`src/rtl/exc_pkg.sv`:
```
package exc_pkg;

  localparam int MSR_W  = 32;
  localparam int INFO_W = 10;

  // MSR fields, big-endian bit k sits at vector index 31-k
  localparam int EE_IDX  = MSR_W - 1 - 16;
  localparam int ME_IDX  = MSR_W - 1 - 19;
  localparam int FE0_IDX = MSR_W - 1 - 20;
  localparam int FE1_IDX = MSR_W - 1 - 23;

  // sources in priority order, index i reports cause i+1
  localparam int SRC_SRST = 0;
  localparam int SRC_MCHK = 1;
  localparam int SRC_FPX  = 2;
  localparam int SRC_PROG = 3;
  localparam int SRC_EXT  = 4;
  localparam int SRC_DEC  = 5;
  localparam int NSRC     = 6;

  typedef enum logic [2:0] {
    CAUSE_NONE = 3'd0,
    CAUSE_SRST = 3'd1,
    CAUSE_MCHK = 3'd2,
    CAUSE_FPX  = 3'd3,
    CAUSE_PROG = 3'd4,
    CAUSE_EXT  = 3'd5,
    CAUSE_DEC  = 3'd6
  } cause_e;

  // big-endian bits 5..9 and 16..31 are copied from the MSR
  localparam logic [MSR_W-1:0] SRR1_COPY_MASK = 32'h07C0_FFFF;
  localparam logic [INFO_W-1:0] FPX_INFO      = 10'h010;

  function automatic logic [MSR_W-1:0] srr1_pack(input logic [INFO_W-1:0] info,
                                                 input logic [MSR_W-1:0]  msr);
    logic [MSR_W-1:0] r;
    r          = msr & SRR1_COPY_MASK;
    r[30:27]   = info[9:6];
    r[21:16]   = info[5:0];
    return r;
  endfunction

endpackage

```
`src/rtl/exc_qualify.sv`:
```
module exc_qualify
  import exc_pkg::*;
#(
  parameter int MC_SRCS = 4
) (
  input  logic               ee,
  input  logic               me,
  input  logic               fe0,
  input  logic               fe1,
  input  logic               checkstop_q,
  input  logic               busy_q,
  input  logic               dec_pend_q,
  input  logic               sreset_req,
  input  logic [MC_SRCS-1:0] mc_src,
  input  logic [MC_SRCS-1:0] mc_en,
  input  logic               fp_req,
  input  logic               prog_req,
  input  logic               ext_req,
  input  logic               older_clear,
  output logic [NSRC-1:0]    elig,
  output logic               cstop_hit
);

  logic mc_cond;
  logic fp_mode_on;
  logic allow;
  logic async_ok;

  assign mc_cond    = |(mc_src & mc_en);
  assign fp_mode_on = fe0 | fe1;
  assign cstop_hit  = !checkstop_q && mc_cond && !me;
  assign allow      = !checkstop_q && !busy_q && !cstop_hit;
  assign async_ok   = ee && older_clear;

  always_comb begin
    elig           = '0;
    elig[SRC_SRST] = allow && sreset_req;
    elig[SRC_MCHK] = allow && mc_cond;
    elig[SRC_FPX]  = allow && fp_req && fp_mode_on && older_clear;
    elig[SRC_PROG] = allow && prog_req && older_clear;
    elig[SRC_EXT]  = allow && ext_req && async_ok;
    elig[SRC_DEC]  = allow && dec_pend_q && async_ok;
  end

endmodule

```
`src/rtl/exc_arbiter.sv`:
```
module exc_arbiter #(
  parameter int N = 6
) (
  input  logic [N-1:0] req,
  output logic [N-1:0] grant,
  output logic         any
);

  logic [N:0] seen;

  assign seen[0] = 1'b0;

  for (genvar i = 0; i < N; i++) begin : g_chain
    assign grant[i]  = req[i] && !seen[i];
    assign seen[i+1] = seen[i] || req[i];
  end

  assign any = seen[N];

endmodule

```
`src/rtl/exc_save.sv`:
```
module exc_save
  import exc_pkg::*;
#(
  parameter int               PC_W    = 32,
  parameter logic [MSR_W-1:0] RST_MSR = '0
) (
  input  logic              clk,
  input  logic              rst_n,
  input  logic [NSRC-1:0]   grant,
  input  logic              take,
  input  logic              cstop_hit,
  input  logic              msr_wr_en,
  input  logic [MSR_W-1:0]  msr_wr_val,
  input  logic [PC_W-1:0]   fault_pc,
  input  logic [PC_W-1:0]   next_pc,
  input  logic [INFO_W-1:0] prog_info,
  input  logic              dec_evt,
  output logic              taken_q,
  output cause_e            cause_q,
  output logic [PC_W-1:0]   srr0_q,
  output logic [MSR_W-1:0]  srr1_q,
  output logic [MSR_W-1:0]  msr_q,
  output logic              checkstop_q,
  output logic              dec_pend_q
);

  cause_e            cause_d;
  logic [INFO_W-1:0] info_d;
  logic [PC_W-1:0]   srr0_d;
  logic [MSR_W-1:0]  msr_entry;

  always_comb begin
    cause_d = CAUSE_NONE;
    for (int i = NSRC - 1; i >= 0; i--) begin
      if (grant[i]) cause_d = cause_e'(3'(i + 1));
    end
  end

  always_comb begin
    if (grant[SRC_PROG])     info_d = prog_info;
    else if (grant[SRC_FPX]) info_d = FPX_INFO;
    else                     info_d = '0;
  end

  assign srr0_d = (grant[SRC_FPX] || grant[SRC_PROG]) ? fault_pc : next_pc;

  always_comb begin
    msr_entry         = msr_q;
    msr_entry[EE_IDX] = 1'b0;
  end

  always_ff @(posedge clk or negedge rst_n) begin
    if (!rst_n) begin
      taken_q     <= 1'b0;
      cause_q     <= CAUSE_NONE;
      srr0_q      <= '0;
      srr1_q      <= '0;
      msr_q       <= RST_MSR;
      checkstop_q <= 1'b0;
      dec_pend_q  <= 1'b0;
    end else begin
      taken_q     <= take;
      checkstop_q <= checkstop_q || cstop_hit;
      dec_pend_q  <= (dec_pend_q && !grant[SRC_DEC]) || dec_evt;
      if (take) begin
        cause_q <= cause_d;
        srr0_q  <= srr0_d;
        srr1_q  <= srr1_pack(info_d, msr_q);
        msr_q   <= msr_entry;
      end else if (msr_wr_en) begin
        msr_q   <= msr_wr_val;
      end
    end
  end

endmodule

```
`src/rtl/exc_entry_ctrl.sv`:
```
module exc_entry_ctrl
  import exc_pkg::*;
#(
  parameter int          PC_W    = 32,
  parameter int          MC_SRCS = 4,
  parameter logic [31:0] RST_MSR = 32'h0
) (
  input  logic               clk,
  input  logic               rst_n,
  input  logic               msr_wr_en,
  input  logic [31:0]        msr_wr_val,
  input  logic [MC_SRCS-1:0] mc_en,
  input  logic               sreset_req,
  input  logic [MC_SRCS-1:0] mc_src,
  input  logic               fp_req,
  input  logic               prog_req,
  input  logic [9:0]         prog_info,
  input  logic               ext_req,
  input  logic               dec_evt,
  input  logic               older_clear,
  input  logic [PC_W-1:0]    fault_pc,
  input  logic [PC_W-1:0]    next_pc,
  output logic               exc_taken,
  output logic [2:0]         exc_cause,
  output logic [PC_W-1:0]    srr0,
  output logic [31:0]        srr1,
  output logic [31:0]        msr_out,
  output logic               checkstop
);

  logic [NSRC-1:0]  elig;
  logic [NSRC-1:0]  grant;
  logic             take;
  logic             cstop_hit;
  logic             taken_q;
  cause_e           cause_q;
  logic [MSR_W-1:0] msr_q;
  logic             checkstop_q;
  logic             dec_pend_q;

  exc_qualify #(.MC_SRCS(MC_SRCS)) u_qual (
    .ee          (msr_q[EE_IDX]),
    .me          (msr_q[ME_IDX]),
    .fe0         (msr_q[FE0_IDX]),
    .fe1         (msr_q[FE1_IDX]),
    .checkstop_q (checkstop_q),
    .busy_q      (taken_q),
    .dec_pend_q  (dec_pend_q),
    .sreset_req  (sreset_req),
    .mc_src      (mc_src),
    .mc_en       (mc_en),
    .fp_req      (fp_req),
    .prog_req    (prog_req),
    .ext_req     (ext_req),
    .older_clear (older_clear),
    .elig        (elig),
    .cstop_hit   (cstop_hit)
  );

  exc_arbiter #(.N(NSRC)) u_arb (
    .req   (elig),
    .grant (grant),
    .any   (take)
  );

  exc_save #(.PC_W(PC_W), .RST_MSR(RST_MSR)) u_save (
    .clk         (clk),
    .rst_n       (rst_n),
    .grant       (grant),
    .take        (take),
    .cstop_hit   (cstop_hit),
    .msr_wr_en   (msr_wr_en),
    .msr_wr_val  (msr_wr_val),
    .fault_pc    (fault_pc),
    .next_pc     (next_pc),
    .prog_info   (prog_info),
    .dec_evt     (dec_evt),
    .taken_q     (taken_q),
    .cause_q     (cause_q),
    .srr0_q      (srr0),
    .srr1_q      (srr1),
    .msr_q       (msr_q),
    .checkstop_q (checkstop_q),
    .dec_pend_q  (dec_pend_q)
  );

  assign exc_taken = taken_q;
  assign exc_cause = cause_q;
  assign msr_out   = msr_q;
  assign checkstop = checkstop_q;

endmodule

```
`config.mk`:
```
export PLATFORM = sky130hd
export DESIGN_NAME = exc_entry_ctrl
export DESIGN_NICKNAME = d
export VERILOG_FILES = /design/src/rtl/exc_pkg.sv /design/src/rtl/exc_qualify.sv /design/src/rtl/exc_arbiter.sv /design/src/rtl/exc_save.sv /design/src/rtl/exc_entry_ctrl.sv
export SDC_FILE = /design/constraint.sdc
export NUM_CORES = 1
export LEC_CHECK = 0
export ABC_AREA = 1
export CORE_UTILIZATION = 60
export DETAILED_ROUTE_END_ITERATION = 16
export DONT_BUFFER_PORTS = 1
export GPL_ROUTABILITY_DRIVEN = 0
export PLACE_DENSITY = 0.76
export RECOVER_POWER = 25
export SLEW_MARGIN = 5
export SYNTH_ARGS = -nofsm -noshare
export SYNTH_HDL_FRONTEND = slang
export SYNTH_SLANG_ARGS = --single-unit
```
`constraint.sdc`:
```
create_clock -name clk -period 2.05 [get_ports clk]
set_input_delay 0.3075 -clock clk [delete_from_list [all_inputs] [get_ports clk]]
set_output_delay 0.3075 -clock clk [all_outputs]
set_load 0.05 [all_outputs]
```
==> reports/results.txt, run 1 <==
Global-route total usage across every layer -> 0.278
Crit-path max FO -> 32
Most frequent cells in the layout -> nand2_1, dfrtp_1, nand3_1
WL/cell -> 16.6 um
TritonCTS clock tree -> yes
Register bit count reported by yosys -> 101
Skew-Pair Late Insertion Delay -> 0.37 ns
Synth Flop Type -> dfrtp_1
First-pass GRT wire length -> 18200 um
Remaining DRCs -> 0
Sequential share of power -> 0.672
Register area -> 2530 um2
Final TNS setup -> 0 ns
PnR worst setup slack -> 0.213 ns
TritonCTS buffer count -> 9
P_int -> 3.76 mW
Total wire length -> 11400 um
Crit path launch type -> register
Root Buffer Master -> clkbuf_8
Unrepaired setup endpoints after global routing -> false
Vias in the first global route -> 3729
Post-layout nets -> 703
Dominant cell type by area after synthesis -> dfrtp_1
Die Height -> 91.9 um
Dpl hpwl -> 7900 um
Area used by multi-input combinational logic -> 1840 um2
Diodes inserted -> 0
Layout cells sized above 1 -> 0.0855
Combinational share of power -> 0.188
Final Hold Viols -> 101
Most common cell after layout, fill and taps aside -> nand2_1
Pin count of the biggest net entering global routing -> 102
Switching pwr -> 4.76 mW
Synth top area cells -> dfrtp_1, nand2_1, nand3_1
Fin. max-slew vios -> 0
Violated checks -> hold timing
Pleak -> 2.83 nW
EDFF count, synth -> 0
Fin crit period -> 1.84 ns
Relative slew slack -> 0.610
Post-synthesis instance total -> 591
Die width -> 91.9 um
Netlist Area Pre-Place -> 4850 um2
Drt pass-1 iters -> 4
Top-Level Pins -> 224
First DRT Iteration DRCs -> 172
Status -> complete, but fails checks
Max Cap Violations -> 0
Initial antenna violation count -> 0
CP Data Required Time -> 2.31 ns
Worst hold slack -> -0.381 ns
Yosys top cell area share -> 0.521
Grt total ovfl -> 0
Core Rows -> 32
Tcrit/Tclk final -> 0.896
Async SR Flop Fraction -> 1.00
Peak VDD IR -> 0.758 mV
Layout area overhead -> 6.73%
Pwr per Cell Area -> 1650 nW/um2
Maximum root-to-sink buffer count -> 2
Vias per cell -> 5.54
CTS HTree Levels -> 3
DP Worst Slack -> 0.0924 ns
Via count -> 3808
Syn nets -> 714
Clk pwr share -> 0.141
Hold/Removal Path Class -> in -> async
Switching portion of total power -> 0.559
Initial core utilization -> 0.625
Fill cells -> 656
Core area -> 7770 um2
IO buf count -> 0
Synth warn -> 0
Netlist cell types -> 26
Sequential area share after synthesis -> 0.521
Routed Antenna Nets -> 0
Worst EP arrival -> 2.09 ns
Synth Area per Inst -> 8.21 um2
Crit path kind -> reg -> reg
Max Fclk -> 544 MHz
Clk sinks -> 101
Clock-pin slew on the worst setup and hold paths -> 0.11 ns
Crit. End Element -> register
Setup-violating endpoint count in the final report -> 0
DIE AREA -> 8450 um2
Slew @ Worst Pin -> 0.585 ns
Post-Route Skew -> 0.0133 ns
## final cells by class
| type | count | share of cell area |
|---|---|---|
| flip-flops and latches | 101 | 0.488 |
| multi-input cells | 374 | 0.356 |
| inverters | 74 | 0.0536 |
| repair buffers | 20 | 0.0418 |
| well taps | 102 | 0.0246 |
| clock buffers | 9 | 0.0239 |
| clock inverters | 7 | 0.0121 |
## synthesized netlist by cell type (2+ instances only)
master / instances
inv_1: 69
buf_1: 5
o21bai_1: 31
buf_2: 12
nand3b_1: 33
dfrtp_1: 101
nand2_1: 191
nand3_1: 77
nor2_1: 4
buf_4: 10
nor2_4: 2
nand4_1: 5
clkbuf_1: 15
o21ai_0: 17
o21ai_1: 3
inv_2: 4
a21oi_1: 3
## routing by layer
layer / part of all wire / track usage
met1: 0.38 / 0.330
met4: 0.028 / 0.125
met2: 0.50 / 0.468
met3: 0.091 / 0.0821
met5: 0 / 0
## flip-flops by register name, indices dropped and copies added, names as in the netlist
name and cells:
u_save.taken_q 1, u_save.srr0_q 32, u_save.dec_pend_q 1, u_save.checkstop_q 1
u_save.srr1_q 31, u_save.cause_q 3, u_save.msr_q 32
## worst paths after layout
path	from	to	slack [ns]	cells after the start
max	u_save.checkstop_q	u_save.srr0_q[6]	0.21	8
min	rst_n	u_save.srr0_q[24]	-0.38	0
max reg2reg	u_save.checkstop_q	u_save.srr0_q[6]	0.21	8
min reg2reg	u_save.dec_pend_q	u_save.dec_pend_q	0.49	1
max in group asynchronous	rst_n	u_save.msr_q[19]	2.31	0
min in group clk	dec_evt	u_save.dec_pend_q	0.04	1
## through the flow
step	area, um2	hold WS, ns	total power, mW	utilization	instances
2_1_floorplan	4850	0.0119	6.87	-	591
3_3_place_gp	4960	0.0143	7.28	0.639	668
3_5_place_dp	4960	0.0146	7.38	0.639	668
4_1_cts	5150	-0.404	8.58	0.663	684
5_1_grt	5180	-0.412	8.94	0.667	687
6_report	5180	-0.381	8.53	0.667	687
## critical path, stage by stage, from the launching register on
cell	delay, ns
dfrtp_1	0.42
nor2_2	0.20
nand4_1	0.29
buf_4	0.24
a21oi_2	0.16
buf_12	0.20
nand2_1	0.08
nand3_1	0.08
nand2_1	0.05
## power by group through the flow
stage / Clock (mW) / Combinational (mW) / Sequential [mW]
final: 1.20 / 1.60 / 5.73
after global routing: 1.31 / 1.82 / 5.80
after CTS: 1.23 / 1.61 / 5.73
after detailed placement: 0 / 1.61 / 5.77
after global placement: 0 / 1.53 / 5.75
after floorplan: 0 / 1.26 / 5.60
## what timing repair did
action	4_1_cts	5_1_grt
setup buffers	0	3
hold endpoints to repair	101	101
endpoints found under the setup margin	0	32
resized for setup	0	3
## logic make-up (layout without fill, tap and decap cells)
logic type,count (synthesis),after routing,synth area share
other cells,1,1,0.000773
buf+inv,116,110,0.101
flops,101,101,0.521
simple gates,316,316,0.298
compound gates,57,57,0.0792
No activity file was read; power rests on OpenSTA's default activity.
==> run 2: changes to the inputs <==
PLACE_DENSITY = 0.75   (was 0.76)
TNS_END_PERCENT = 5   (was default)
==> run 2 against run 1 <==
The flow still finishes with violations (hold timing). Clock-buffer cell count unchanged. Utilization decreased by 0.16 points. Clock skew fell by 0.0016 ns. Cell count down 0.73%. Total power up 0.16%. Non-clock buffer count is 5 lower. Register-to-register slack worse by 0.02 ns. First-iteration DRC count down 5.8%. Worst setup slack lost 0.019 ns. Global-route usage is 1.8 points lower. Die area stayed put. Clock power rose by 7%. Critical endpoint is now u_save.srr0_q[4]. Highest routed layer unchanged.
==> reports/results.txt, run 2 (synthesis gave the netlist of run 1 again) <==
Hold/Removal Path Class -> in -> async
Max Fclk -> 539 MHz
Clock-pin slew on the worst setup and hold paths -> 0.10 ns
Skew-Pair Late Insertion Delay -> 0.35 ns
Remaining DRCs -> 0
Pwr per Cell Area -> 1650 nW/um2
TritonCTS buffer count -> 9
Vias in the first global route -> 3612
Final cell count without fillers -> 682
Most frequent cells in the layout -> nand2_1, dfrtp_1, nand3_1
CP Data Required Time -> 2.35 ns
Layout area overhead -> 6.47%
First DRT Iteration DRCs -> 162
Crit path kind -> reg -> reg
IO buf count -> 0
Largest regs -> u_save.msr_q: 32 flops, u_save.srr0_q: 32 flops, u_save.srr1_q: 31 flops
Crit. End Element -> register
Fin. max-slew vios -> 0
Grt total ovfl -> 0
Peak VDD IR -> 0.848 mV
Most common cell after layout, fill and taps aside -> nand2_1
Post-layout nets -> 698
Setup Buffers After CTS -> 0
Violated checks -> hold timing
Max Cap Violations -> 0
Total wire length -> 10900 um
Layout cells sized above 1 -> 0.0741
Clk sinks -> 101
Pin count of the biggest net entering global routing -> 102
Diodes inserted -> 0
Routed Antenna Nets -> 0
Worst EP arrival -> 2.15 ns
Area used by multi-input combinational logic -> 1840 um2
Final Hold Viols -> 101
CTS HTree Levels -> 3
Unrepaired setup endpoints after global routing -> false
Fill cells -> 652
Status -> complete, but fails checks
Initial antenna violation count -> 0
Slew @ Worst Pin -> 0.528 ns
Relative slew slack -> 0.648
Maximum root-to-sink buffer count -> 2
Placed cell count -> 666
Crit path launch type -> register
Crit-path max FO -> 67
First-pass GRT wire length -> 17200 um
WL/cell -> 16.0 um
Worst hold slack -> -0.364 ns
DIE AREA -> 8450 um2
TritonCTS clock tree -> yes
Fin crit period -> 1.86 ns
Global-route total usage across every layer -> 0.260
Die Height -> 91.9 um
Setup-violating endpoint count in the final report -> 0
Drt pass-1 iters -> 4
Fin util -> 0.665
Resized Gates After CTS -> 0
Pleak -> 2.82 nW
Top-Level Pins -> 224
Tcrit/Tclk final -> 0.905
Final TNS setup -> 0 ns
Initial core utilization -> 0.625
Root Buffer Master -> clkbuf_8
Register-to-Register Path Depth -> 8
Dpl hpwl -> 7370 um
Core area -> 7770 um2
Via count -> 3818
Vias per cell -> 5.60
Register area -> 2530 um2
Post-Route Skew -> 0.0117 ns
Core Rows -> 32
Die width -> 91.9 um
[run 2: final timing paths]
| kind | start | to | slack [ns] |
|---|---|---|---|
| worst max-delay path | u_save.checkstop_q | u_save.srr0_q[4] | 0.19 |
| worst min-delay path | rst_n | u_save.srr0_q[25] | -0.36 |
| worst max register to register | u_save.checkstop_q | u_save.srr0_q[4] | 0.19 |
| worst min register to register | u_save.dec_pend_q | u_save.dec_pend_q | 0.50 |
| max in group asynchronous | rst_n | u_save.srr1_q[8] | 2.28 |
| min in group clk | dec_evt | u_save.dec_pend_q | 0.05 |
[run 2: where the power goes]
part | switching, mW | internal, mW
Clock | 0.700 | 0.584
Sequential | 3.05 | 2.67
Combinational | 0.943 | 0.598
Total | 4.69 | 3.85
[run 2: per-layer routing]
metal / vias to the layer above / global-route usage / part of all wire
met5: - / 0 / 0
li1: 1818 / - / -
met2: 174 / 0.435 / 0.50
met3: 25 / 0.0755 / 0.084
met4: 0 / 0.126 / 0.028
met1: 1801 / 0.307 / 0.39
[run 2: per-stage QoR]
stage,total power [mW],instance area (um2),setup WS [ns]
2_1_floorplan,6.87,4850,0.105
3_3_place_gp,7.25,4960,0.321
3_5_place_dp,7.32,4960,0.227
4_1_cts,8.60,5160,0.196
5_1_grt,8.95,5160,0.0382
6_report,8.54,5160,0.194
[run 2: worst max-delay path: stages, from the launching register on]
cell and delay [ns]:
dfrtp_1 0.42, nor2_1 0.25, inv_1 0.12, nor2_4 0.19, o31ai_4 0.12, nand4_1 0.15
buf_12 0.28, nand3_1 0.15, nand2_1 0.07
[run 2: final cells by class]
cell class,instances,share of cell area
Multi-Input combinational cell,374,0.356
Clock buffer,9,0.0240
Clock inverter,7,0.0157
Inverter,74,0.0538
Timing Repair Buffer,15,0.0363
Sequential cell,101,0.489
Tap cell,102,0.0247
